--- src/rtl/cfg_addr_pkg.sv ---
package cfg_addr_pkg;
  localparam int CFG_W = 32;
  localparam logic [CFG_W-1:0] CFG_RESET = 32'h8000_0000;

  typedef struct packed {
    logic [7:0] bus;
    logic [4:0] dev;
    logic [2:0] func;
    logic [5:0] regnum;
  } cfg_fields_t;

  // Force enable high and dword alignment; keep bits 30:2 as written.
  function automatic logic [CFG_W-1:0] sanitize(input logic [CFG_W-1:0] d);
    return (d & 32'h7FFF_FFFC) | 32'h8000_0000;
  endfunction

  function automatic cfg_fields_t split(input logic [CFG_W-1:0] a);
    cfg_fields_t f;
    f.bus    = a[23:16];
    f.dev    = a[15:11];
    f.func   = a[10:8];
    f.regnum = a[7:2];
    return f;
  endfunction
endpackage

--- src/rtl/cfg_wr_gate.sv ---
module cfg_wr_gate #(
  parameter int OFS_W    = 8,
  parameter int LEN_W    = 3,
  parameter int IDX_OFS  = 0,
  parameter int FULL_LEN = 4
) (
  input  logic [OFS_W-1:0] reg_offset,
  input  logic [LEN_W-1:0] reg_len,
  input  logic             reg_wr,
  output logic             wr_accept,
  output logic             rd_hit
);
  localparam logic [OFS_W-1:0] OFS_MATCH = IDX_OFS[OFS_W-1:0];
  localparam logic [LEN_W-1:0] LEN_MATCH = FULL_LEN[LEN_W-1:0];

  logic ofs_ok;
  logic len_ok;

  always_comb begin
    ofs_ok    = (reg_offset == OFS_MATCH);
    len_ok    = (reg_len == LEN_MATCH);
    wr_accept = reg_wr && ofs_ok && len_ok;
    rd_hit    = ofs_ok;
  end
endmodule

--- src/rtl/cfg_addr_reg.sv ---
module cfg_addr_reg
  import cfg_addr_pkg::*;
(
  input  logic             clk,
  input  logic             rst_n,
  input  logic             wr_accept,
  input  logic [CFG_W-1:0] wdata,
  input  logic             reg_rd,
  input  logic             rd_hit,
  output logic [CFG_W-1:0] addr_q,
  output logic             update_q,
  output logic [CFG_W-1:0] rdata_q
);
  always_ff @(posedge clk or negedge rst_n) begin
    if (!rst_n) begin
      addr_q   <= CFG_RESET;
      update_q <= 1'b0;
      rdata_q  <= '0;
    end else begin
      update_q <= wr_accept;
      rdata_q  <= (reg_rd && rd_hit) ? addr_q : '0;
      if (wr_accept) addr_q <= sanitize(wdata);
    end
  end

  p_shape_r3: assert property (@(posedge clk) disable iff (!rst_n)
    addr_q[31] && (addr_q[1:0] == 2'b00));

  // Dropped accesses must leave the latch alone.
  p_drop_r4: assert property (@(posedge clk) disable iff (!rst_n)
    !wr_accept |=> $stable(addr_q));

  p_pulse_r8: assert property (@(posedge clk) disable iff (!rst_n)
    wr_accept |=> update_q);

  p_nopulse_r8: assert property (@(posedge clk) disable iff (!rst_n)
    !wr_accept |=> !update_q);

  // Readback returns the pre-write value (R7 included).
  p_read_r6: assert property (@(posedge clk) disable iff (!rst_n)
    (reg_rd && rd_hit) |=> (rdata_q == $past(addr_q)));

  p_miss_r6: assert property (@(posedge clk) disable iff (!rst_n)
    !(reg_rd && rd_hit) |=> (rdata_q == '0));
endmodule

--- src/rtl/cfg_field_decode.sv ---
module cfg_field_decode
  import cfg_addr_pkg::*;
(
  input  logic [CFG_W-1:0] addr,
  output logic [7:0]       bus,
  output logic [4:0]       dev,
  output logic [2:0]       func,
  output logic [5:0]       regnum
);
  cfg_fields_t f;

  always_comb begin
    f      = split(addr);
    bus    = f.bus;
    dev    = f.dev;
    func   = f.func;
    regnum = f.regnum;
  end
endmodule

--- src/rtl/cfg_addr_latch.sv ---
module cfg_addr_latch
  import cfg_addr_pkg::*;
#(
  parameter int OFS_W = 8,
  parameter int LEN_W = 3
) (
  input  logic             clk,
  input  logic             rst_n,
  input  logic [OFS_W-1:0] reg_offset,
  input  logic [LEN_W-1:0] reg_len,
  input  logic             reg_wr,
  input  logic [31:0]      reg_wdata,
  input  logic             reg_rd,
  output logic [31:0]      reg_rdata,
  output logic [31:0]      cfg_addr,
  output logic             cfg_update,
  output logic [7:0]       cfg_bus,
  output logic [4:0]       cfg_dev,
  output logic [2:0]       cfg_func,
  output logic [5:0]       cfg_regnum
);
  logic wr_accept;
  logic rd_hit;

  cfg_wr_gate #(
    .OFS_W(OFS_W), .LEN_W(LEN_W), .IDX_OFS(0), .FULL_LEN(4)
  ) u_gate (
    .reg_offset (reg_offset),
    .reg_len    (reg_len),
    .reg_wr     (reg_wr),
    .wr_accept  (wr_accept),
    .rd_hit     (rd_hit)
  );

  cfg_addr_reg u_reg (
    .clk       (clk),
    .rst_n     (rst_n),
    .wr_accept (wr_accept),
    .wdata     (reg_wdata),
    .reg_rd    (reg_rd),
    .rd_hit    (rd_hit),
    .addr_q    (cfg_addr),
    .update_q  (cfg_update),
    .rdata_q   (reg_rdata)
  );

  cfg_field_decode u_dec (
    .addr   (cfg_addr),
    .bus    (cfg_bus),
    .dev    (cfg_dev),
    .func   (cfg_func),
    .regnum (cfg_regnum)
  );
endmodule

--- config.mk ---
export PLATFORM = sky130hd
export DESIGN_NAME = cfg_addr_latch
export DESIGN_NICKNAME = d
export VERILOG_FILES = /design/src/rtl/cfg_addr_pkg.sv /design/src/rtl/cfg_wr_gate.sv /design/src/rtl/cfg_addr_reg.sv /design/src/rtl/cfg_field_decode.sv /design/src/rtl/cfg_addr_latch.sv
export SDC_FILE = /design/constraint.sdc
export NUM_CORES = 1
export LEC_CHECK = 0
export BUFFER_PORTS_ARGS = -buffer_cell sky130_fd_sc_hd__buf_2
export CAP_MARGIN = 20
export CORE_MARGIN = 5
export CORE_UTILIZATION = 25
export DETAILED_ROUTE_END_ITERATION = 8
export HOLD_SLACK_MARGIN = 0.12
export SYNTH_ARGS = -nofsm -noshare
export SYNTH_HDL_FRONTEND = slang
export SYNTH_SLANG_ARGS = --single-unit
--- constraint.sdc ---
create_clock -name clk -period 0.8 [get_ports clk]
set_input_delay 0.12 -clock clk [delete_from_list [all_inputs] [get_ports clk]]
set_output_delay 0.12 -clock clk [all_outputs]
set_load 0.05 [all_outputs]
==> flow_summary.yaml <==
logic_synthesis:
  yosys_warnings: 0
  synth.top_cells.by_area: "sky130_fd_sc_hd__dfrtp_1 (62%), sky130_fd_sc_hd__mux2_4 (18%), sky130_fd_sc_hd__buf_4 (8.3%)"
  dominantRegCellSynth: "sky130_fd_sc_hd__dfrtp_1"
  synthesis.area_um2: 2440
  dominant_cell_type_by_area_after_synthesis: "sky130_fd_sc_hd__dfrtp_1"
  synth.most_common_cell: "sky130_fd_sc_hd__dfrtp_1"
  synthesis.area_per_instance_um2: 15.34
  synth_top_area_share_pct: 61.54
  synthesis.instances: 159
  synth.distinct_cells: 14
  yosys_register_bits: 60
  yosysSeqAreaShare_pct: 61.54
  ys_async_sr_fraction_pct: 100.0
  synth_commonest_cells: "sky130_fd_sc_hd__dfrtp_1 (60), sky130_fd_sc_hd__and2_1 (29), sky130_fd_sc_hd__mux2_4 (29)"
  synth_enable_flop_cells: 0
power_and_ir_drop:
  power_density_nw_per_um2: 1368
  p_total_mw: 5.938
  vdd_ir_max_mv: 0.5558
  leakage_nw: 2.286
finish:
  fin_nets: 367
  antenna_cells_inserted: 0
  final_layout_size_suffix_gt1_share_pct: 67.38
  final.fill_count: 887
  area_growth_pct: 77.95
  final_cells: 458
timing:
  rsz0062_at_grt: "true"
  timing_hold_violations_final: 0
  timing.final.crit_period_ns: 1.061
  total_negative_slack_for_setup_checks_ns: -25.09
  layout_setup_ws_ns: -0.2612
  finalSetupViolCount: 140
  fin_skew_ns: 0.006498
  fin_hold_ws_ns: 0.2361
  final_max_slew_viol_count: 0
  timing.fmax_mhz: 942.4
  final_min_period_over_clock_period_pct: 132.6
global_routing:
  wire_length_of_the_first_global_routing_pass_mm: 10.65
  gr-usage-all-layers_pct: 12.32
  antenna_found_initial: 0
  pin_count_of_the_biggest_net_entering_global_routing: 61
  grt.overflow.total: 0
  first_global_vias: 1985
status:
  outcome: "finished, violations left"
  violations_in_the_final_reports: "setup timing"
critical_path:
  start_kind: "flip-flop"
  crit_path_max_fanout: 3
  worstPathCellList: "buf_6"
  timing.critical_path.required_ns: 0.68
  r2r.worst_path.cells: 2
  crit_path_max_incr_delay_ns: 0.42
  number_of_buffers_and_inverters_on_the_critical_path: 1
  setup.worst_path.class: "flip-flop to output port"
  worstPathArrival_ns: 0.94
  critPathSlowestCell: "sky130_fd_sc_hd__dfrtp_1"
  crit_cells: 1
  timing.critical_path.to_type: "output port"
  cp_top_family: "flip-flops"
routing:
  drt_drc_violations_left: 0
  drt-wirelength-per-cell_um: 15.17
  via_per_inst: 3.803
  drt-total-wl_mm: 6.947
  drt_iter0_drc: 31
  num_vias: 1742
  drtAntennaViolNets: 0
  first_pass_iters: 4
clocking:
  maximum_level_of_the_cts_h_tree: 3
  cts_root_buf: "sky130_fd_sc_hd__clkbuf_8"
  worstSkewPairLatency_ns: 0.33
  tritoncts: "yes"
  clock_path_buffers: 2
  path_clk_slew_ns: 0.07
  cts-buffers-inserted: 9
  clock-sinks: 60
placement:
  placed_cells: 391
  io_buffers: 125
  place_congestion: 0.6727
  place_hpwl_mm: 3.843
floorplanning:
  die_extent_in_x_um: 108.8
  initial_utilization_pct: 25.31
  io_pins: 134
  core_area_um2: 9639
  floorplan.die_area_um2: 11840
  row_count: 36
  die_height_um: 108.8
min_path:
  timing.hold.worst.class: "primary input to flip-flop"
  number_of_cells_on_the_worst_hold_path: 3
job:
  maxCapViolCount: 0
[layout make-up]
type                       instances  area, um^2  area share [%]
timing repair buffer             180        1742           40.12
clock buffer                       9       123.9           2.853
sequential                        60        1520           35.01
clock inverter                     7       43.79           1.009
tap                              133       166.4           3.833
inverter                           1       3.754         0.08646
multi-input combinational         68       742.0           17.09
[placed cells by master, fill, tap and decap left out]
| cell type | Yosys | final |
|---|---|---|
| sky130_fd_sc_hd__clkinv_2 | 0 | 4 |
| sky130_fd_sc_hd__nand3_4 | 0 | 1 |
| sky130_fd_sc_hd__conb_1 | 2 | 5 |
| sky130_fd_sc_hd__nor4_4 | 1 | 2 |
| sky130_fd_sc_hd__dfrtp_2 | 0 | 15 |
| sky130_fd_sc_hd__and2_1 | 29 | 25 |
| sky130_fd_sc_hd__buf_16 | 0 | 1 |
| sky130_fd_sc_hd__dfrtp_1 | 60 | 45 |
| sky130_fd_sc_hd__buf_2 | 1 | 37 |
| sky130_fd_sc_hd__inv_1 | 1 | 1 |
| sky130_fd_sc_hd__clkinvlp_4 | 0 | 2 |
| sky130_fd_sc_hd__buf_4 | 27 | 18 |
| sky130_fd_sc_hd__mux2_4 | 29 | 29 |
| sky130_fd_sc_hd__clkinv_4 | 0 | 1 |
| sky130_fd_sc_hd__clkbuf_8 | 0 | 9 |
| sky130_fd_sc_hd__and3_4 | 0 | 1 |
| sky130_fd_sc_hd__buf_12 | 0 | 4 |
| sky130_fd_sc_hd__and2_4 | 0 | 4 |
| sky130_fd_sc_hd__buf_6 | 3 | 90 |
| sky130_fd_sc_hd__dlygate4sd3_1 | 0 | 30 |
| sky130_fd_sc_hd__nor4bb_4 | 0 | 1 |
[cell families (layout without fill, tap and decap cells)]
kind of cell / Yosys count / after routing / share of synthesized area (%)
AND/OR/NAND/NOR: 34 / 34 / 9.949
multiplexers: 29 / 29 / 17.85
other: 2 / 5 / 0.3078
buffers and inverters: 34 / 197 / 10.36
flip-flops: 60 / 60 / 61.54
[routing by layer]
layer	global-route usage (%)	wire (um)
met1	13.06	2628
met2	22.11	3722
met3	5.565	515
met4	3.336	80
met5	0	0
[registers in the layout (all words and copies together) (netlist names)]
name,count
u_reg.rdata_q,30
u_reg.addr_q,29
u_reg.update_q,1
[per-stage QoR]
step / instance area (um^2) / setup WS (ns) / utilization [%]
final: 4342 / -0.2612 / 45.04
after global routing: 4342 / -0.3430 / 45.04
after CTS: 4294 / -0.2940 / 44.55
after detailed placement: 3114 / -0.5303 / 32.31
after global placement: 3114 / -0.5106 / 32.31
after floorplan: 2599 / -0.3549 / -
[report_power, final]
group	switching, mW	internal (mW)	total, mW
logic	0.276	0.278	0.553
registers	0.0146	3.05	3.06
clock network	1.22	1.10	2.33
[timing repair]
| item | 4_1_cts | 5_1_grt |
|---|---|---|
| setup buffers | 20 | 3 |
| hold endpoints to repair | 89 | 0 |
| resized for setup | 167 | 15 |
| endpoints found under the setup margin | 111 | 140 |
| hold buffers | 30 | 0 |
| pin swaps | 0 | 1 |
| gates cloned | 1 | 0 |
[path summary, 6_finish.rpt]
check                                         end  slack (ns)        startpoint
worst max register to register   u_reg.addr_q[10]       -0.14  u_reg.addr_q[10]
max in group asynchronous        u_reg.addr_q[23]        0.17             rst_n
worst max-delay path                   cfg_bus[2]       -0.26  u_reg.addr_q[18]
min in group asynchronous        u_reg.rdata_q[2]        0.35             rst_n
worst min register to register   u_reg.rdata_q[3]        0.56   u_reg.addr_q[3]
worst min-delay path            u_reg.rdata_q[31]        0.24            reg_rd
No activity file was read; power rests on OpenSTA's default activity.
